File: src/rtl/dmacr_pkg.sv
package dmacr_pkg;
  localparam int DATA_W = 32;
  typedef logic [DATA_W-1:0] word_t;

  localparam logic [1:0] IDX_MODE  = 2'd0;
  localparam logic [1:0] IDX_CTRL  = 2'd1;
  localparam logic [1:0] IDX_COUNT = 2'd2;
  localparam logic [1:0] IDX_ADDR  = 2'd3;

  localparam int B_EN    = 0;
  localparam int B_TODEV = 1;
  localparam int B_TC    = 8;
  localparam int B_MERR  = 9;
  localparam int B_AERR  = 10;

  function automatic word_t clamp_len(word_t want, word_t left);
    return (want < left) ? want : left;
  endfunction

  function automatic logic chan_ok(word_t ctrl, logic to_dev);
    return ctrl[B_EN] && (ctrl[B_TODEV] == to_dev);
  endfunction

  function automatic word_t ctrl_after(word_t ctrl, logic ok);
    word_t c;
    c         = ctrl;
    c[B_AERR] = 1'b0;
    c[B_TC]   = ok;
    c[B_MERR] = !ok;
    return c;
  endfunction
endpackage

File: src/rtl/dmacr_chan.sv
module dmacr_chan
  import dmacr_pkg::*;
(
  input  logic             clk,
  input  logic             rst_n,
  input  logic             wr_en,
  input  logic [1:0]       wr_idx,
  input  word_t            wr_data,
  input  logic             upd_en,
  input  logic             upd_ok,
  input  word_t            upd_len,
  output logic [3:0][DATA_W-1:0] regs_q
);
  always_ff @(posedge clk) begin
    if (!rst_n) begin
      regs_q <= '0;
    end else if (wr_en) begin
      regs_q[wr_idx] <= wr_data;
    end else if (upd_en) begin
      regs_q[IDX_CTRL] <= ctrl_after(regs_q[IDX_CTRL], upd_ok);
      if (upd_ok) regs_q[IDX_COUNT] <= regs_q[IDX_COUNT] - upd_len;
    end
  end

  // after an update exactly one of the two outcome flags stands
  assert_one_flag_R7: assert property (@(posedge clk) disable iff (!rst_n)
    (upd_en && !wr_en) |=> ((regs_q[IDX_CTRL][B_TC] ^ regs_q[IDX_CTRL][B_MERR])
                            && !regs_q[IDX_CTRL][B_AERR]));

  // a consistent update never grows the count
  assert_count_shrinks_R6: assert property (@(posedge clk) disable iff (!rst_n)
    (upd_en && upd_ok && !wr_en) |=> (regs_q[IDX_COUNT] <= $past(regs_q[IDX_COUNT])));
endmodule

File: src/rtl/dmacr_eval.sv
module dmacr_eval
  import dmacr_pkg::*;
(
  input  word_t ctrl,
  input  word_t count,
  input  word_t addr,
  input  logic  to_dev,
  input  word_t want_len,
  output logic  ok,
  output word_t len_out,
  output word_t addr_out
);
  always_comb begin
    ok       = chan_ok(ctrl, to_dev);
    len_out  = ok ? clamp_len(want_len, count) : '0;
    addr_out = ok ? addr : '0;
  end
endmodule

File: src/rtl/dmacr_errsrc.sv
module dmacr_errsrc #(
  parameter int N_CH = 8,
  localparam int CH_W = $clog2(N_CH)
) (
  input  logic            clk,
  input  logic            rst_n,
  input  logic            clr,
  input  logic            set_en,
  input  logic [CH_W-1:0] set_ch,
  output logic [N_CH-1:0] bits_q
);
  always_ff @(posedge clk) begin
    if (!rst_n)      bits_q <= '0;
    else if (clr)    bits_q <= '0;
    else if (set_en) bits_q <= bits_q | (N_CH'(1) << set_ch);
  end

  // no bit falls without a clearing write
  assert_sticky_R8: assert property (@(posedge clk) disable iff (!rst_n)
    !clr |=> ((bits_q & $past(bits_q)) == $past(bits_q)));
endmodule

File: src/rtl/dma_chan_regs.sv
module dma_chan_regs
  import dmacr_pkg::*;
#(
  parameter int N_CH     = 8,
  parameter int ADDR_W   = 10,
  parameter int CH_BASE  = 256,
  parameter int ERR_ADDR = 512,
  localparam int CH_W    = $clog2(N_CH)
) (
  input  logic              clk,
  input  logic              rst_n,
  input  logic              reg_wr,
  input  logic [ADDR_W-1:0] reg_addr,
  input  logic [DATA_W-1:0] reg_wdata,
  output logic [DATA_W-1:0] reg_rdata,
  input  logic              req_valid,
  output logic              req_ready,
  input  logic [CH_W-1:0]   req_chan,
  input  logic              req_to_dev,
  input  logic [DATA_W-1:0] req_len,
  output logic              gnt_valid,
  output logic [DATA_W-1:0] gnt_len,
  output logic [DATA_W-1:0] gnt_addr,
  output logic              gnt_err
);
  localparam int WIN_BYTES = N_CH * 32;
  localparam logic [ADDR_W-1:0] BASE_A = ADDR_W'(CH_BASE);
  localparam logic [ADDR_W-1:0] ERR_A  = ADDR_W'(ERR_ADDR);

  // register port decode
  logic [ADDR_W-1:0] win_off;
  logic              in_win, is_err;
  logic [CH_W-1:0]   win_ch;
  logic [1:0]        win_idx;

  assign win_off = reg_addr - BASE_A;
  assign in_win  = (int'(reg_addr) >= CH_BASE) && (int'(reg_addr) < CH_BASE + WIN_BYTES);
  assign win_ch  = win_off[CH_W+4:5];
  assign win_idx = win_off[4:3];
  assign is_err  = (reg_addr[ADDR_W-1:3] == ERR_A[ADDR_W-1:3]);

  // request side events
  logic  accept, eval_ok, err_clr;
  word_t eval_len, eval_addr;
  logic [N_CH-1:0][3:0][DATA_W-1:0] chan_regs;
  logic [3:0][DATA_W-1:0]           sel_regs;
  logic [N_CH-1:0]                  err_bits;

  assign req_ready = !reg_wr;
  assign accept    = req_valid && req_ready;
  assign sel_regs  = chan_regs[req_chan];
  assign err_clr   = reg_wr && is_err && (reg_wdata == '0);

  for (genvar g = 0; g < N_CH; g++) begin : g_chan
    dmacr_chan u_chan (
      .clk     (clk),
      .rst_n   (rst_n),
      .wr_en   (reg_wr && in_win && (win_ch == CH_W'(g))),
      .wr_idx  (win_idx),
      .wr_data (reg_wdata),
      .upd_en  (accept && (req_chan == CH_W'(g))),
      .upd_ok  (eval_ok),
      .upd_len (eval_len),
      .regs_q  (chan_regs[g])
    );
  end

  dmacr_eval u_eval (
    .ctrl     (sel_regs[IDX_CTRL]),
    .count    (sel_regs[IDX_COUNT]),
    .addr     (sel_regs[IDX_ADDR]),
    .to_dev   (req_to_dev),
    .want_len (req_len),
    .ok       (eval_ok),
    .len_out  (eval_len),
    .addr_out (eval_addr)
  );

  dmacr_errsrc #(.N_CH(N_CH)) u_errsrc (
    .clk    (clk),
    .rst_n  (rst_n),
    .clr    (err_clr),
    .set_en (accept && !eval_ok),
    .set_ch (req_chan),
    .bits_q (err_bits)
  );

  always_comb begin
    reg_rdata = '0;
    if (in_win)      reg_rdata = chan_regs[win_ch][win_idx];
    else if (is_err) reg_rdata = DATA_W'(err_bits);
  end

  always_ff @(posedge clk) begin
    if (!rst_n) begin
      gnt_valid <= 1'b0;
      gnt_len   <= '0;
      gnt_addr  <= '0;
      gnt_err   <= 1'b0;
    end else begin
      gnt_valid <= accept;
      if (accept) begin
        gnt_len  <= eval_len;
        gnt_addr <= eval_addr;
        gnt_err  <= !eval_ok;
      end
    end
  end

  // one grant pulse per acceptance, in the following cycle
  assert_grant_follows_R4: assert property (@(posedge clk) disable iff (!rst_n)
    accept |=> gnt_valid);
  assert_no_stray_grant_R4: assert property (@(posedge clk) disable iff (!rst_n)
    !accept |=> !gnt_valid);

  // a refusal grants nothing and marks its channel
  assert_refusal_R5: assert property (@(posedge clk) disable iff (!rst_n)
    (accept && !eval_ok) |=> (gnt_err && gnt_len == '0 && gnt_addr == '0
                              && err_bits[$past(req_chan)]));

  // a consistent grant is bounded and uses the stored address
  assert_clamp_R6: assert property (@(posedge clk) disable iff (!rst_n)
    (accept && eval_ok) |=> (!gnt_err && gnt_len <= $past(sel_regs[IDX_COUNT])
                             && gnt_len <= $past(req_len)
                             && gnt_addr == $past(sel_regs[IDX_ADDR])));
endmodule

File: config.mk
export PLATFORM = sky130hd
export DESIGN_NAME = dma_chan_regs
export DESIGN_NICKNAME = d
export VERILOG_FILES = /design/src/rtl/dmacr_pkg.sv /design/src/rtl/dmacr_chan.sv /design/src/rtl/dmacr_eval.sv /design/src/rtl/dmacr_errsrc.sv /design/src/rtl/dma_chan_regs.sv
export SDC_FILE = /design/constraint.sdc
export NUM_CORES = 2
export LEC_CHECK = 0
export ABC_CLOCK_PERIOD_IN_PS = 13600
export BUFFER_PORTS_ARGS = -buffer_cell sky130_fd_sc_hd__buf_2
export CORE_MARGIN = 2
export CORE_UTILIZATION = 30
export DETAILED_ROUTE_END_ITERATION = 7
export HOLD_SLACK_MARGIN = 0.1
export PLACE_DENSITY = 0.48
export REMOVE_ABC_BUFFERS = 1
export SETUP_SLACK_MARGIN = 0.3
export SLEW_MARGIN = 10
export SYNTH_ARGS = -nofsm -noshare
export SYNTH_HDL_FRONTEND = slang
export SYNTH_SLANG_ARGS = --single-unit
File: constraint.sdc
create_clock -name clk -period 13.6 [get_ports clk]
set_input_delay 3.4 -clock clk [delete_from_list [all_inputs] [get_ports clk]]
set_output_delay 3.4 -clock clk [all_outputs]
set_load 0.01 [all_outputs]
==> impl_metrics.toml <==
[route]
dr.pass1.iters = 8
routedWlPerCell_um = 25.7
wirelength_mm = 274
drt_first_iter_violations = 6767
drc = 0
ant_nets = 0
via_per_inst = 5.71
vias = 61000

[place]
pre_cts_ws_ns = 2.07
dp_hpwl_mm = 180
place_congestion = 0.962
port_buffers = 177

[die]
die_area_mm2 = 0.222
die-width_um = 471
die_y_um = 471
start_util = 0.301
core_mm2 = 0.217
row_count = 171
ios = 181

[yosys]
syn_avg_cell_area_um2 = 8.28
synth.distinct_cells = 81
yosysTopAreaCell = "dfxtp_1"
synth-seq-cells = 1098
syn-cell-area_mm2 = 0.0653
synth_edf_count = 0
synthFlopType = "dfxtp_1"
yosys-top-cells-area = "dfxtp_1, mux4_2, nand2_1"
netlist.area_leader.share = 0.336
yosys_warnings = 0
async_flop_share = 0
seq_area_frac_synth = 0.336
syn_inst = 7888

[timing]
post-route-period-util = 0.787
finalHoldViolCount = 0
drv_slew = 0
fin_tns_setup_ns = 0
period_needed_ns = 10.70
rsz0062_at_grt = "false"
worst_slack_ns = 2.90
max_freq_mhz = 93.4
max_slew.worst_pin.slew_ns = 1.39
fin_skew_ns = 0.0345
slew_headroom = 0.0439
setup_viol_count_final = 0

[cts]
cts-resized-gates = 0
postCtsSetupBuffers = 0
cts_root_buf = "clkbuf_16"
clkTransAtPathRegs_ns = 0.06
cts_buffer_depth = 3
cts.sinks = 1098
cts_hold_buf = 0
cts_inserted_buffers = 136
cts_tree = "yes"
htree_levels = 4
insertion_delay_ns = 0.82

[hold_path]
holdCritPathClass = "flop to flop"

[critical_path]
cpMostUsedCell = "buf_4"
max_stage_delay_ns = 0.65
cp-start-kind = "primary input"
crit_type = "primary input to flop"
crit_slowest_cell = "mux4_2"
critPathCaptureType = "flop"
crit_arrival_ns = 11.38
cp_data_required_time_ns = 14.28
crit_fanout = 47
crit_chain = "buf_6 > buf_4 > mux4_2 > mux2i_1 > ha_1 > and4_1 > a221o_1 > a211o_1 > a21o_2 > buf_4 > mux2_2 > or2_2 > ha_1 > a211o_1 > or4_1 > o221ai_1 > o31ai_2 > buf_4 > a2111o_1 > a31oi_1 > o21ai_0 > a21oi_1 > xnor2_1 > a21oi_1"

[global_route]
grt_pass1_vias = 57600
grt-ovfl-total = 0
grt.total_usage = 0.239
antenna_found_initial = 21
grt_pass1_wl_mm = 395
grt_max_degree = 200

[flow_run]
max-cap-violations = 0

[layout]
fill_cells = 22400
area_delta_synth_final_pct = 12.7
drive_gt1_frac = 0.145
fin_nets = 8078

[power]
p_leak_nw = 25.7
ir_worst_vdd_mv = 0.120
p_per_area_mw_per_mm2 = 103
power_mw = 7.61

[status]
run_status = "finished, final reports clean"
where the power goes:
part | internal (mW) | total [mW] | switching (mW) | leakage [nW]
clock network | 2.17 | 3.79 | 1.62 | 2.26
registers | 3.23 | 3.23 | 0.00733 | 8.84
logic | 0.180 | 0.584 | 0.404 | 14.6
registers in the layout, summed over array words and instances, names as in the netlist:
name	count
gnt_valid	1
g_chan.u_chan.regs_q	1024
gnt_len	32
gnt_err	1
gnt_addr	32
u_errsrc.bits_q	8
cells by family (layout without fill, tap and decap cells):
| kind of cell | Yosys count | after routing | share of synthesized area |
|---|---|---|---|
| multiplexers | 569 | 569 | 0.168 |
| flip-flops | 1098 | 1098 | 0.336 |
| AND/OR/NAND/NOR | 2833 | 2833 | 0.179 |
| AO/OA/AOI/OAI | 2149 | 2149 | 0.189 |
| buffers and inverters | 744 | 665 | 0.0435 |
| XOR/XNOR | 200 | 200 | 0.0268 |
| adder cells (fa/ha/maj) | 295 | 295 | 0.0574 |
| other | 0 | 7 | 0 |
per-stage QoR:
| step | instance area (µm²) | hold WS (ns) | cells | util |
|---|---|---|---|---|
| 2_1_floorplan | 62800 | 0.433 | 7235 | - |
| 3_3_place_gp | 69000 | 0.438 | 10400 | 0.318 |
| 3_5_place_dp | 69000 | 0.443 | 10400 | 0.318 |
| 4_1_cts | 73600 | 0.450 | 10700 | 0.340 |
| 5_1_grt | 73600 | 0.467 | 10700 | 0.340 |
| 6_report | 73600 | 0.451 | 10700 | 0.340 |
worst max-delay path, delay by kind of cell:
family / cells / cell delay (ns)
xor gates and xnor gates: 1 / 0.14
buffers and inverters: 4 / 1.53
muxes: 3 / 1.35
adders and majority gates: 2 / 0.78
and+or+nand+nor: 3 / 1.09
AOI/OAI and AO/OA: 11 / 2.97
final cells by class:
| cell class | instances | area [µm²] | area share |
|---|---|---|---|
| Multi-Input combinational cell | 6046 | 40900 | 0.556 |
| Timing Repair Buffer | 328 | 2150 | 0.0293 |
| Inverter | 91 | 349 | 0.00474 |
| Sequential cell | 1098 | 22000 | 0.299 |
| Tap cell | 2854 | 3570 | 0.0485 |
| Antenna cell | 7 | 17.5 | 0.000238 |
| Clock inverter | 33 | 465 | 0.00632 |
| Clock buffer | 213 | 4150 | 0.0563 |
synthesized netlist by cell type (7+ instances only):
cell type     n
a211o_1      12
a211oi_1    135
a21boi_0      8
a21o_1       85
a21oi_1    1179
a221oi_1     13
a31o_2        7
a31oi_1      29
and2_1       17
and3_1       15
and4_1        9
buf_1        71
buf_2        29
clkbuf_1    551
dfxtp_1    1098
fa_1          8
ha_1        287
inv_1        90
mux2_2       35
mux2i_1     116
mux4_2      417
nand2_1    1778
nand2b_1     55
nand3_1      89
nand3b_1      8
nand4_1      30
nor2_1      555
nor2b_1      37
nor3_1      139
nor4_1       13
o2111ai_1     9
o211ai_1     62
o21a_1       55
o21ai_0     358
o21bai_1     21
o221ai_1     11
o22ai_1      67
o31ai_1      16
or2_2        41
or3_1        24
or4_1         8
xnor2_1     137
xor2_1       63
path summary, 6_finish.rpt:
kind / startpoint / endpoint / slack (ns) / depth (start not counted)
hold reg to reg: gnt_len[1] / gnt_len[1] / 0.45 / 2
setup / recovery: req_chan[1] / g_chan[3].u_chan.regs_q[95] / 2.90 / 24
hold / removal: gnt_len[1] / gnt_len[1] / 0.45 / 2
setup reg to reg: g_chan[7].u_chan.regs_q[83] / g_chan[3].u_chan.regs_q[95] / 5.90 / 24
placed cells by master (no fill, tap or decap), types with 138 or more instances in the layout:
| master | synthesis | layout |
|---|---|---|
| nand2_1 | 1778 | 1749 |
| a21oi_1 | 1179 | 1176 |
| dfxtp_1 | 1098 | 1098 |
| nor2_1 | 555 | 525 |
| mux4_2 | 417 | 417 |
| o21ai_0 | 358 | 356 |
| ha_1 | 287 | 287 |
| buf_2 | 29 | 168 |
| buf_4 | 1 | 149 |
| clkbuf_16 | 0 | 138 |
routing by layer:
layer | up-vias | routed length, µm | global-route usage
met5 | - | 22 | 0
li1 | 27700 | - | -
met2 | 2769 | 121000 | 0.372
met3 | 495 | 24200 | 0.0403
met4 | 4 | 9460 | 0.0813
met1 | 30000 | 120000 | 0.335
Note: power is estimated with default switching activity, not from simulation.
